## config.mk

```make
export PLATFORM = sky130hd
export DESIGN_NAME = fpr_round_unit
export DESIGN_NICKNAME = d
export VERILOG_FILES = /design/src/rtl/fpr_pkg.sv /design/src/rtl/fpr_split.sv /design/src/rtl/fpr_round_add.sv /design/src/rtl/fpr_range_pack.sv /design/src/rtl/fpr_round_unit.sv
export SDC_FILE = /design/constraint.sdc
export NUM_CORES = 1
export LEC_CHECK = 0
export BUFFER_PORTS_ARGS = -buffer_cell sky130_fd_sc_hd__buf_2
export CORE_UTILIZATION = 45
export DETAILED_ROUTE_END_ITERATION = 6
export GPL_TIMING_DRIVEN = 0
export PLACE_DENSITY = 0.69
export SETUP_SLACK_MARGIN = 0.02
export SLEW_MARGIN = 20
export SYNTH_ARGS = -nofsm -noshare
export SYNTH_HDL_FRONTEND = slang
export SYNTH_SLANG_ARGS = --single-unit
```

## constraint.sdc

```tcl
create_clock -name clk -period 6.9 [get_ports clk]
set_input_delay 0.69 -clock clk [delete_from_list [all_inputs] [get_ports clk]]
set_output_delay 0.69 -clock clk [all_outputs]
set_load 0.05 [all_outputs]
```

## src/rtl/fpr_pkg.sv

```systemverilog
// Package: shared types for the intermediate-result rounder.
// Assumes: rounding codes are fixed by the control field encoding.
package fpr_pkg;
    typedef enum logic [1:0] {
        RM_NEAR_EVEN = 2'b00,
        RM_TO_ZERO   = 2'b01,
        RM_TO_POS    = 2'b10,
        RM_TO_NEG    = 2'b11
    } rnd_mode_e;

    typedef struct packed {
        logic ovf;
        logic unf;
        logic inx;
    } fpr_flags_t;
endpackage

```

## src/rtl/fpr_split.sv

```systemverilog
// Module: fpr_split
// Splits the intermediate mantissa at the rounding point for the selected
// precision: the kept significand (lower positions cleared in single mode),
// its least significant kept bit, the guard bit and the collapsed sticky bit.
// Assumes: GRS_W >= 2 and SGL_KEEP < SIG_W.
module fpr_split #(
    parameter int FRAC_W   = 52,
    parameter int GRS_W    = 3,
    parameter int SGL_KEEP = 24,
    localparam int SIG_W    = FRAC_W + 1,
    localparam int MANT_W   = SIG_W + GRS_W,
    localparam int SGL_DROP = SIG_W - SGL_KEEP
) (
    input  logic [MANT_W-1:0] mant,
    input  logic              prec_single,
    output logic [SIG_W-1:0]  sig_trunc,
    output logic              lsb,
    output logic              guard,
    output logic              sticky
);
    logic [SIG_W-1:0] sig_dbl, sig_sgl;
    logic             lsb_dbl, lsb_sgl;
    logic             grd_dbl, grd_sgl;
    logic             stk_dbl, stk_sgl;

    // Double split: kept bits sit directly above the extra low-order bits.
    assign sig_dbl = mant[MANT_W-1:GRS_W];
    assign lsb_dbl = mant[GRS_W];
    assign grd_dbl = mant[GRS_W-1];

    generate
        if (GRS_W == 2) begin : g_stk_one
            assign stk_dbl = mant[0];
        end else begin : g_stk_many
            assign stk_dbl = |mant[GRS_W-2:0];
        end
    endgenerate

    // Single split: everything below the 24th significant bit is discarded.
    assign sig_sgl = {mant[MANT_W-1 -: SGL_KEEP], {SGL_DROP{1'b0}}};
    assign lsb_sgl = mant[GRS_W+SGL_DROP];
    assign grd_sgl = mant[GRS_W+SGL_DROP-1];
    assign stk_sgl = |mant[GRS_W+SGL_DROP-2:0];

    // Select the split for the requested precision.
    always_comb begin
        if (prec_single) begin
            sig_trunc = sig_sgl;
            lsb       = lsb_sgl;
            guard     = grd_sgl;
            sticky    = stk_sgl;
        end else begin
            sig_trunc = sig_dbl;
            lsb       = lsb_dbl;
            guard     = grd_dbl;
            sticky    = stk_dbl;
        end
    end
endmodule

```

## src/rtl/fpr_round_add.sv

```systemverilog
// Module: fpr_round_add
// Decides the rounding increment from mode, sign and the split bits, adds it
// at the kept lsb and renormalises a carry out of the integer bit by
// bumping the exponent.
// Assumes: sig_trunc has zeros below the kept lsb in single mode.
module fpr_round_add
    import fpr_pkg::*;
#(
    parameter int SIG_W    = 53,
    parameter int SGL_DROP = 29,
    parameter int EXP_W    = 12
) (
    input  logic                    sign,
    input  rnd_mode_e               mode,
    input  logic                    prec_single,
    input  logic [SIG_W-1:0]        sig_trunc,
    input  logic                    lsb,
    input  logic                    guard,
    input  logic                    sticky,
    input  logic signed [EXP_W-1:0] exp_in,
    output logic [SIG_W-1:0]        sig_rnd,
    output logic signed [EXP_W:0]   exp_rnd,
    output logic                    inexact_rnd
);
    logic             inc;
    logic [SIG_W:0]   step;
    logic [SIG_W:0]   sum;
    logic             carry;

    // Increment decision for each rounding direction.
    always_comb begin
        case (mode)
            RM_NEAR_EVEN: inc = guard & (sticky | lsb);
            RM_TO_ZERO:   inc = 1'b0;
            RM_TO_POS:    inc = ~sign & (guard | sticky);
            RM_TO_NEG:    inc = sign & (guard | sticky);
            default:      inc = 1'b0;
        endcase
    end

    assign inexact_rnd = guard | sticky;

    // Weight of one unit in the last kept place.
    assign step = prec_single ? ((SIG_W+1)'(1) << SGL_DROP) : (SIG_W+1)'(1);

    // Add the increment and renormalise on carry out.
    always_comb begin
        sum     = {1'b0, sig_trunc} + (inc ? step : '0);
        carry   = sum[SIG_W];
        sig_rnd = carry ? {1'b1, {(SIG_W-1){1'b0}}} : sum[SIG_W-1:0];
        exp_rnd = {exp_in[EXP_W-1], exp_in} + (EXP_W+1)'(carry);
    end
endmodule

```

## src/rtl/fpr_range_pack.sv

```systemverilog
// Module: fpr_range_pack
// Checks the rounded exponent against the range of the selected precision,
// picks infinity, largest finite value or signed zero on violation, and
// otherwise packs sign, biased exponent and fraction into double format.
// Assumes: a clear leading significand bit means a zero input.
module fpr_range_pack
    import fpr_pkg::*;
#(
    parameter int SIG_W     = 53,
    parameter int EXP_W     = 12,
    parameter int OUT_EXP_W = 11,
    parameter int SGL_KEEP  = 24,
    parameter int DBL_BIAS  = 1023,
    parameter int SGL_BIAS  = 127,
    localparam int FRAC_W   = SIG_W - 1,
    localparam int SGL_DROP = SIG_W - SGL_KEEP,
    localparam int RES_W    = 1 + OUT_EXP_W + FRAC_W
) (
    input  logic                  sign,
    input  rnd_mode_e             mode,
    input  logic                  prec_single,
    input  logic [SIG_W-1:0]      sig_rnd,
    input  logic signed [EXP_W:0] exp_rnd,
    input  logic                  inexact_rnd,
    output logic [RES_W-1:0]      result,
    output fpr_flags_t            flags
);
    logic signed [EXP_W:0] emax, emin;
    logic                  is_zero, too_big, too_small, to_inf;
    logic [OUT_EXP_W-1:0]  max_exp, norm_exp;
    logic [FRAC_W-1:0]     max_frac;

    // Range limits for the selected precision.
    always_comb begin
        emax = prec_single ? (EXP_W+1)'(SGL_BIAS) : (EXP_W+1)'(DBL_BIAS);
        emin = (EXP_W+1)'(1) - emax;
    end

    assign is_zero   = ~sig_rnd[SIG_W-1];
    assign too_big   = exp_rnd > emax;
    assign too_small = exp_rnd < emin;

    // Overflow target: infinity unless the direction points back toward zero.
    always_comb begin
        case (mode)
            RM_NEAR_EVEN: to_inf = 1'b1;
            RM_TO_ZERO:   to_inf = 1'b0;
            RM_TO_POS:    to_inf = ~sign;
            RM_TO_NEG:    to_inf = sign;
            default:      to_inf = 1'b1;
        endcase
    end

    // Field values for the largest finite number and for a normal result.
    always_comb begin
        max_exp  = OUT_EXP_W'(emax + (EXP_W+1)'(DBL_BIAS));
        max_frac = prec_single ? {{(SGL_KEEP-1){1'b1}}, {SGL_DROP{1'b0}}} : '1;
        norm_exp = OUT_EXP_W'(exp_rnd + (EXP_W+1)'(DBL_BIAS));
    end

    // Final result and flag selection.
    always_comb begin
        flags = '0;
        if (is_zero) begin
            result = {sign, {(RES_W-1){1'b0}}};
        end else if (too_big) begin
            flags.ovf = 1'b1;
            flags.inx = 1'b1;
            result    = to_inf ? {sign, {OUT_EXP_W{1'b1}}, {FRAC_W{1'b0}}}
                               : {sign, max_exp, max_frac};
        end else if (too_small) begin
            flags.unf = 1'b1;
            flags.inx = 1'b1;
            result    = {sign, {(RES_W-1){1'b0}}};
        end else begin
            flags.inx = inexact_rnd;
            result    = {sign, norm_exp, sig_rnd[FRAC_W-1:0]};
        end
    end
endmodule

```

## src/rtl/fpr_round_unit.sv

```systemverilog
// Module: fpr_round_unit (top)
// Rounds an infinite-precision intermediate result to double or single
// precision, checks range on the wide exponent and registers the double
// format result with overflow, underflow and inexact flags.
// Assumes: input mantissa normalised (integer bit set) or all zero.
module fpr_round_unit
    import fpr_pkg::*;
#(
    parameter int FRAC_W    = 52,
    parameter int GRS_W     = 3,
    parameter int EXP_W     = 12,
    parameter int OUT_EXP_W = 11,
    parameter int SGL_KEEP  = 24,
    parameter int DBL_BIAS  = 1023,
    parameter int SGL_BIAS  = 127,
    localparam int SIG_W    = FRAC_W + 1,
    localparam int MANT_W   = SIG_W + GRS_W,
    localparam int SGL_DROP = SIG_W - SGL_KEEP,
    localparam int RES_W    = 1 + OUT_EXP_W + FRAC_W
) (
    input  logic              clk,
    input  logic              rst_n,
    input  logic              in_sign,
    input  logic [EXP_W-1:0]  in_exp,
    input  logic [MANT_W-1:0] in_mant,
    input  logic              prec_single,
    input  logic [1:0]        rnd_mode,
    output logic [RES_W-1:0]  out_result,
    output logic              out_ovf,
    output logic              out_unf,
    output logic              out_inexact
);
    rnd_mode_e             mode;
    logic [SIG_W-1:0]      sig_trunc, sig_rnd;
    logic                  lsb, guard, sticky, inexact_rnd;
    logic signed [EXP_W:0] exp_rnd;
    logic [RES_W-1:0]      result_d;
    fpr_flags_t            flags_d;

    assign mode = rnd_mode_e'(rnd_mode);

    fpr_split #(
        .FRAC_W   (FRAC_W),
        .GRS_W    (GRS_W),
        .SGL_KEEP (SGL_KEEP)
    ) split_i (
        .mant        (in_mant),
        .prec_single (prec_single),
        .sig_trunc   (sig_trunc),
        .lsb         (lsb),
        .guard       (guard),
        .sticky      (sticky)
    );

    fpr_round_add #(
        .SIG_W    (SIG_W),
        .SGL_DROP (SGL_DROP),
        .EXP_W    (EXP_W)
    ) round_i (
        .sign        (in_sign),
        .mode        (mode),
        .prec_single (prec_single),
        .sig_trunc   (sig_trunc),
        .lsb         (lsb),
        .guard       (guard),
        .sticky      (sticky),
        .exp_in      ($signed(in_exp)),
        .sig_rnd     (sig_rnd),
        .exp_rnd     (exp_rnd),
        .inexact_rnd (inexact_rnd)
    );

    fpr_range_pack #(
        .SIG_W     (SIG_W),
        .EXP_W     (EXP_W),
        .OUT_EXP_W (OUT_EXP_W),
        .SGL_KEEP  (SGL_KEEP),
        .DBL_BIAS  (DBL_BIAS),
        .SGL_BIAS  (SGL_BIAS)
    ) pack_i (
        .sign        (in_sign),
        .mode        (mode),
        .prec_single (prec_single),
        .sig_rnd     (sig_rnd),
        .exp_rnd     (exp_rnd),
        .inexact_rnd (inexact_rnd),
        .result      (result_d),
        .flags       (flags_d)
    );

    // Output register with synchronous active-low reset.
    always_ff @(posedge clk) begin
        if (!rst_n) begin
            out_result  <= '0;
            out_ovf     <= 1'b0;
            out_unf     <= 1'b0;
            out_inexact <= 1'b0;
        end else begin
            out_result  <= result_d;
            out_ovf     <= flags_d.ovf;
            out_unf     <= flags_d.unf;
            out_inexact <= flags_d.inx;
        end
    end

    // the first cycle after reset shows cleared outputs.
    p_reset_clear_r1: assert property (@(posedge clk) disable iff (!rst_n)
        !$past(rst_n) |-> (out_result == '0 && !out_ovf && !out_unf && !out_inexact));

    // a result cannot both overflow and underflow.
    p_flags_excl_r6: assert property (@(posedge clk) disable iff (!rst_n)
        !(out_ovf && out_unf));

    // overflow always reports inexact.
    p_ovf_inexact_r8: assert property (@(posedge clk) disable iff (!rst_n)
        out_ovf |-> out_inexact);

    // underflow leaves only the sign bit.
    p_unf_zero_r7: assert property (@(posedge clk) disable iff (!rst_n)
        out_unf |-> (out_result[RES_W-2:0] == '0 && out_inexact));

    // single precision clears the fraction below the kept bits.
    p_single_low_clear_r4: assert property (@(posedge clk) disable iff (!rst_n)
        $past(prec_single) |-> (out_result[SGL_DROP-1:0] == '0));

    // rounding toward zero never yields infinity.
    p_rz_finite_r3: assert property (@(posedge clk) disable iff (!rst_n)
        ($past(rnd_mode) == 2'b01) |-> (out_result[RES_W-2 -: OUT_EXP_W] != '1));

    // a zero mantissa gives a quiet signed zero.
    p_zero_quiet_r10: assert property (@(posedge clk) disable iff (!rst_n)
        ($past(in_mant) == '0) |->
            (!out_ovf && !out_unf && !out_inexact && out_result[RES_W-2:0] == '0));
endmodule

```

# Word level (Yosys, flattened, before mapping)
# Cells that the tools add are included.
# classes
n_addsub,5
n_eq_ne,3
n_bitwise,8
n_lt_le_gt_ge,2
reduce_logical,5
mux,18
# ops
operator,n
2-to-1 mux 63 bit,3
2-to-1 mux 29 bit,2
adder 53 x 54 -> 54 bit,1
2-to-1 mux 54 bit,1
2-to-1 mux 53 bit,1
OR reduction 31 bit,1
2-to-1 mux 30 bit,1
"adder 11 bit, second input constant",2
adder 12 x 2 -> 13 bit,1
> comparator 13 x 11 -> 1 bit,1
less-than comparator 13 bit,1
"subtractor 2 x 13 -> 13 bit, first input constant",1
2-to-1 mux 10 bit,1
case mux 1 bit (4 select lines),2
2-to-1 mux 1 bit,7
"equality test 2 bit, second input constant",2
bitwise AND 1 bit,3
NOT 1 bit,3
OR reduction 3 bit,1
"equality test 2 x 1 -> 1 bit, second input constant",1
zero test 2 bit,1
bitwise OR 1 bit,2
AND reduction 2 bit,1
OR reduction 2 bit,1
# totals
elab_cells,46
out_inout_bits,67
register_bits,67
inputBits,74

# Depth between registers and ports, before layout
# depth
depth_word,11
depth_mapped,32
ltp_nobuf,27

# Hierarchy
# From an unflattened synthesis, not the netlist that was laid out.
# unflattened
hier_cells,615
hier_area_um2,4996.0
# modules_own_cells
mod,n_inst,area_per_inst_um2,seq_area_each_um2,cells_each
fpr_round_unit,1,1816.7,1341.3,141
fpr_round_add,1,1582.8,0.0,253
fpr_range_pack,1,1108.6,0.0,152
fpr_split,1,488.0,0.0,69

# Least setup slack after synthesis
# OpenSTA, ideal clock, no wires.
# synth_timing
path_type,in2reg
from,input port prec_single
to,register out_result[13]
arrival_ns,6.116
stages,28
setup_time_ns,0.133
n_path_buf,6
setup_slack_ns,0.652
path_cell_list,buf_4 -> inv_1 -> clkbuf_1 -> clkbuf_1 -> nor4_1 -> ha_1 -> and3_1 -> and4_1 -> a31oi_2 -> nor4b_4 -> ha_1 -> ha_1 -> buf_2 -> inv_1 -> nor2_1 -> nand4_1 -> xor2_1 -> inv_1 -> ha_1 -> nor3_1 -> nand3_1 -> a2111oi_0 -> o21bai_2 -> nand3_1 -> nand4b_1 -> buf_2 -> buf_1 -> a21oi_1
# synth_via
elab_chain_cells,10
word_cells_on_any_way,24
cone_classes,3 x add/sub; 2 x order compare; 13 x mux; 5 x bitwise; 1 x reduce/logical
# synth_lines
element,line_no,text
"start, declared",fpr_round_unit.sv:26,"input logic prec_single,"
2-to-1 mux 1 bit,fpr_split.sv:47,if (prec_single) begin
bitwise OR 1 bit (on tied branches),"fpr_round_add.sv:35, fpr_round_add.sv:36, fpr_round_add.sv:33",
bitwise AND 1 bit (on tied branches),"fpr_round_add.sv:36, fpr_round_add.sv:33, fpr_round_add.sv:35",
case mux 1 bit (4 select lines),fpr_round_add.sv:32,case (mode)
2-to-1 mux 54 bit,fpr_round_add.sv:48,"sum = {1'b0, sig_trunc} + (inc ? step : '0);"
adder 53 x 54 -> 54 bit,fpr_round_add.sv:48,
adder 12 x 2 -> 13 bit,fpr_round_add.sv:51,"exp_rnd = {exp_in[EXP_W-1], exp_in} + (EXP_W+1)'(carry);"
less-than comparator 13 bit,fpr_range_pack.sv:41,assign too_small = exp_rnd < emin;
2-to-1 mux 63 bit,fpr_range_pack.sv:71,end else if (too_small) begin
2-to-1 mux 63 bit,fpr_range_pack.sv:66,end else if (too_big) begin
"end signal, assigned",fpr_round_unit.sv:99,out_result <= result_d;
"end, declared",fpr_round_unit.sv:28,"output logic [RES_W-1:0] out_result,"
# Several ways; a longest one is shown, not always the timed one.
# A chain may end at the register's enable or synchronous reset.

# Worst setup path after layout
# layout_timing
from,input port in_mant[25]
to,register out_result[3]
# layout_via
elab_chain_cells,11
word_cells_on_any_way,18
cone_classes,2 x add/sub; 2 x order compare; 7 x mux; 5 x bitwise; 2 x reduce/logical
# layout_lines
element,line_no,text
"start, declared",fpr_round_unit.sv:25,"input logic [MANT_W-1:0] in_mant,"
OR reduction 31 bit,fpr_split.sv:43,assign stk_sgl = |mant[GRS_W+SGL_DROP-2:0];
2-to-1 mux 1 bit,fpr_split.sv:47,
bitwise OR 1 bit (on tied branches),"fpr_round_add.sv:35, fpr_round_add.sv:36, fpr_round_add.sv:33",
bitwise AND 1 bit (on tied branches),"fpr_round_add.sv:36, fpr_round_add.sv:33, fpr_round_add.sv:35",
case mux 1 bit (4 select lines),fpr_round_add.sv:32,
2-to-1 mux 54 bit,fpr_round_add.sv:48,
adder 53 x 54 -> 54 bit *,fpr_round_add.sv:48,
adder 12 x 2 -> 13 bit,fpr_round_add.sv:51,
less-than comparator 13 bit,fpr_range_pack.sv:41,
2-to-1 mux 63 bit,fpr_range_pack.sv:71,
2-to-1 mux 63 bit,fpr_range_pack.sv:66,
# Every way passes the cells marked *; elsewhere a longest branch is shown, timed or not.

==> metrics <==
Port Buffer Count=134; syn_nets=632; Worst Hold Class=input pin to flip-flop; Layout Nets=782; TritonCTS clock tree=built; core footprint=9371 um^2; wire per inst=16.13 um; num ports=141; die width=101.1 um; sequential fraction of the synthesis area=30.33%; YS warnings=0; first-pass GRT wire length=20.60 mm; Vias/cell=5.526; Post-route DRC=0; Achievable Freq=0.1544 GHz; CP required=7.13 ns; Post-synth EDFFs=0; Max Slew Vio Count=0; Worst EP arrival=6.70 ns; CTS sink count=67; hpwl dp=10.03 mm; Final Hold Viols=0; vias post-DR=4581; Layout area overhead=26.53%; Main synth FF type=dfxtp_1; row cnt=35; #FFs+latches synth=67; Root Driver=clkbuf_8; Worst slew margin=65.22%; die height=101.1 um; Clock H-tree levels=3; worst-path maximum fanout=10; most frequent cells in the layout=buf_2, nand2_1, dfxtp_1; die area=10230 um^2; dominant cell type by area after synthesis=dfxtp_1; final RePlAce weighted congestion=0.8846; max incr delay on CP=0.43 ns; Synth top area share=30.33%; ratio of cells with drive above 1 in the final layout=32.14%; Netlist cell types=67; DR pass1 iterations=5; initial core utilization=47.20%; fin cells=829; CTS clk-pin slew, worst paths=0.08 ns; initial antenna violation count=0; largest net degree at the start of global routing=13; unrepaired setup endpoints after global routing=no; Synth area leaders=dfxtp_1, xnor2_1, a21oi_1; Mapped Area=4423 um^2; most common cell after layout, fill and taps aside=buf_2; CP max stage cell=nor4b_4; post-route clock period utilization=93.84%; Max-cap violations=0; global route overflow=0; Synth async-reset ratio=0%; status=finished clean; PD cells=174.0 nW/um^2; startpoint types=input pin; Max Root-Sink Buffers=2; CTS buffer count=9; Final TNS setup=0 ns; Gate Count Post-Synth=545; diodes inserted=0; FILL cells=897; syn avg cell area=8.116 um^2; antenna viol nets, final=0; number of setup violations in the final report=0; DP Cell Count=808; vias in the first global route=4246; Worst-Margin Slew=0.5086 ns; fin crit period=6.475 ns; DRT iter0 DRCs=184; Total Routing Usage GR=25.93%; Worst Setup End Kind=flip-flop; leakage=0.002389 uW; WL final=13.37 mm; Crit Path Class=input pin to flip-flop; CTS Hold Bufs=0; Peak VDD IR=0.07239 mV
[routing by layer]
metal	share of wire [%]	global-route usage (%)	vias to the layer above	routed length, um
li1	-	-	2249	-
met1	45	33.99	2115	5973
met2	46	42.86	195	6207
met3	7.0	4.693	22	940
met4	1.9	9.142	0	252
met5	0	0	-	0
[critical path, delay by kind of cell]
kind / cells / cell delay (ns)
simple gates: 14 / 2.69
fa+ha+maj: 4 / 1.12
xor+xnor: 1 / 0.26
compound gates: 5 / 0.88
buf+inv: 6 / 1.04
[state kept, by name, indices dropped and copies added (netlist names)]
signal	flops
out_result	64
out_inexact	1
out_ovf	1
out_unf	1
[logic make-up (layout without fill, tap and decap cells)]
kind of cell	count (synthesis)	in the layout	share of synthesized area (%)
flops	67	67	30.33
xor+xnor	57	57	11.29
fa+ha+maj	13	13	3.678
simple gates	233	233	28.91
buf+inv	50	205	6.534
compound gates	125	125	19.27
[final cells by class]
type	count	area [um^2]	share of cell area, %
buffer	34	239.0	4.270
inverter	15	56.30	1.006
clock inverter	6	66.31	1.185
timing repair buffer	140	715.7	12.79
multi-input combinational	428	2889	51.62
tap	129	161.4	2.884
sequential	67	1341	23.97
clock buffer	10	127.6	2.280
[cells in the mapped netlist (5+ instances only)]
cell and count:
a21o_1 8, a21oi_1 52, a31oi_1 5, and3_1 12, and4_1 6, buf_2 9, buf_4 9, buf_6 6
clkbuf_1 9, dfxtp_1 67, ha_1 13, inv_1 15, nand2_1 67, nand2b_1 6, nand3_1 29, nand3b_1 5
nand4_1 22, nor2_1 28, nor2b_1 8, nor3_1 10, nor4_1 9, o21ai_0 12, xnor2_1 35, xor2_1 22
[through the flow]
stage               area, um^2  hold WS [ns]  setup slack, ns  power, uW  util [%]
floorplan                 4423        0.8117           0.6517      566.6         -
global placement          5255        0.9331           -1.129      641.7     56.07
detailed placement        5255        0.9286           -1.189      644.0     56.07
CTS                       5479        0.5573          0.05416      971.5     58.46
global route              5597        0.5793          0.03331       1010     59.72
finish                    5597        0.5669           0.4252      973.8     59.72
[what timing repair did]
action,4_1_cts,5_1_grt
gates resized for setup,6,21
buffers inserted,2,4
pin swaps,2,4
setup endpoints to repair,64,61
[path summary, 6_finish.rpt]
| path | endpoint | startpoint | slack [ns] | cells past startpoint |
|---|---|---|---|---|
| worst max-delay path | out_result[3]$_SDFF_PN0_ | in_mant[25] | 0.43 | 30 |
| worst min-delay path | out_result[63]$_SDFF_PN0_ | rst_n | 0.57 | 2 |
[power breakdown]
group / total (uW) / internal [uW] / switching, uW / leakage [uW]
clock network: 328 / 168 / 161 / 0.000100
registers: 404 / 400 / 3.45 / 0.000545
logic: 242 / 80.2 / 161 / 0.00174
total: 974 / 648 / 326 / 0.00239
Power figures use the tool's default switching activity.
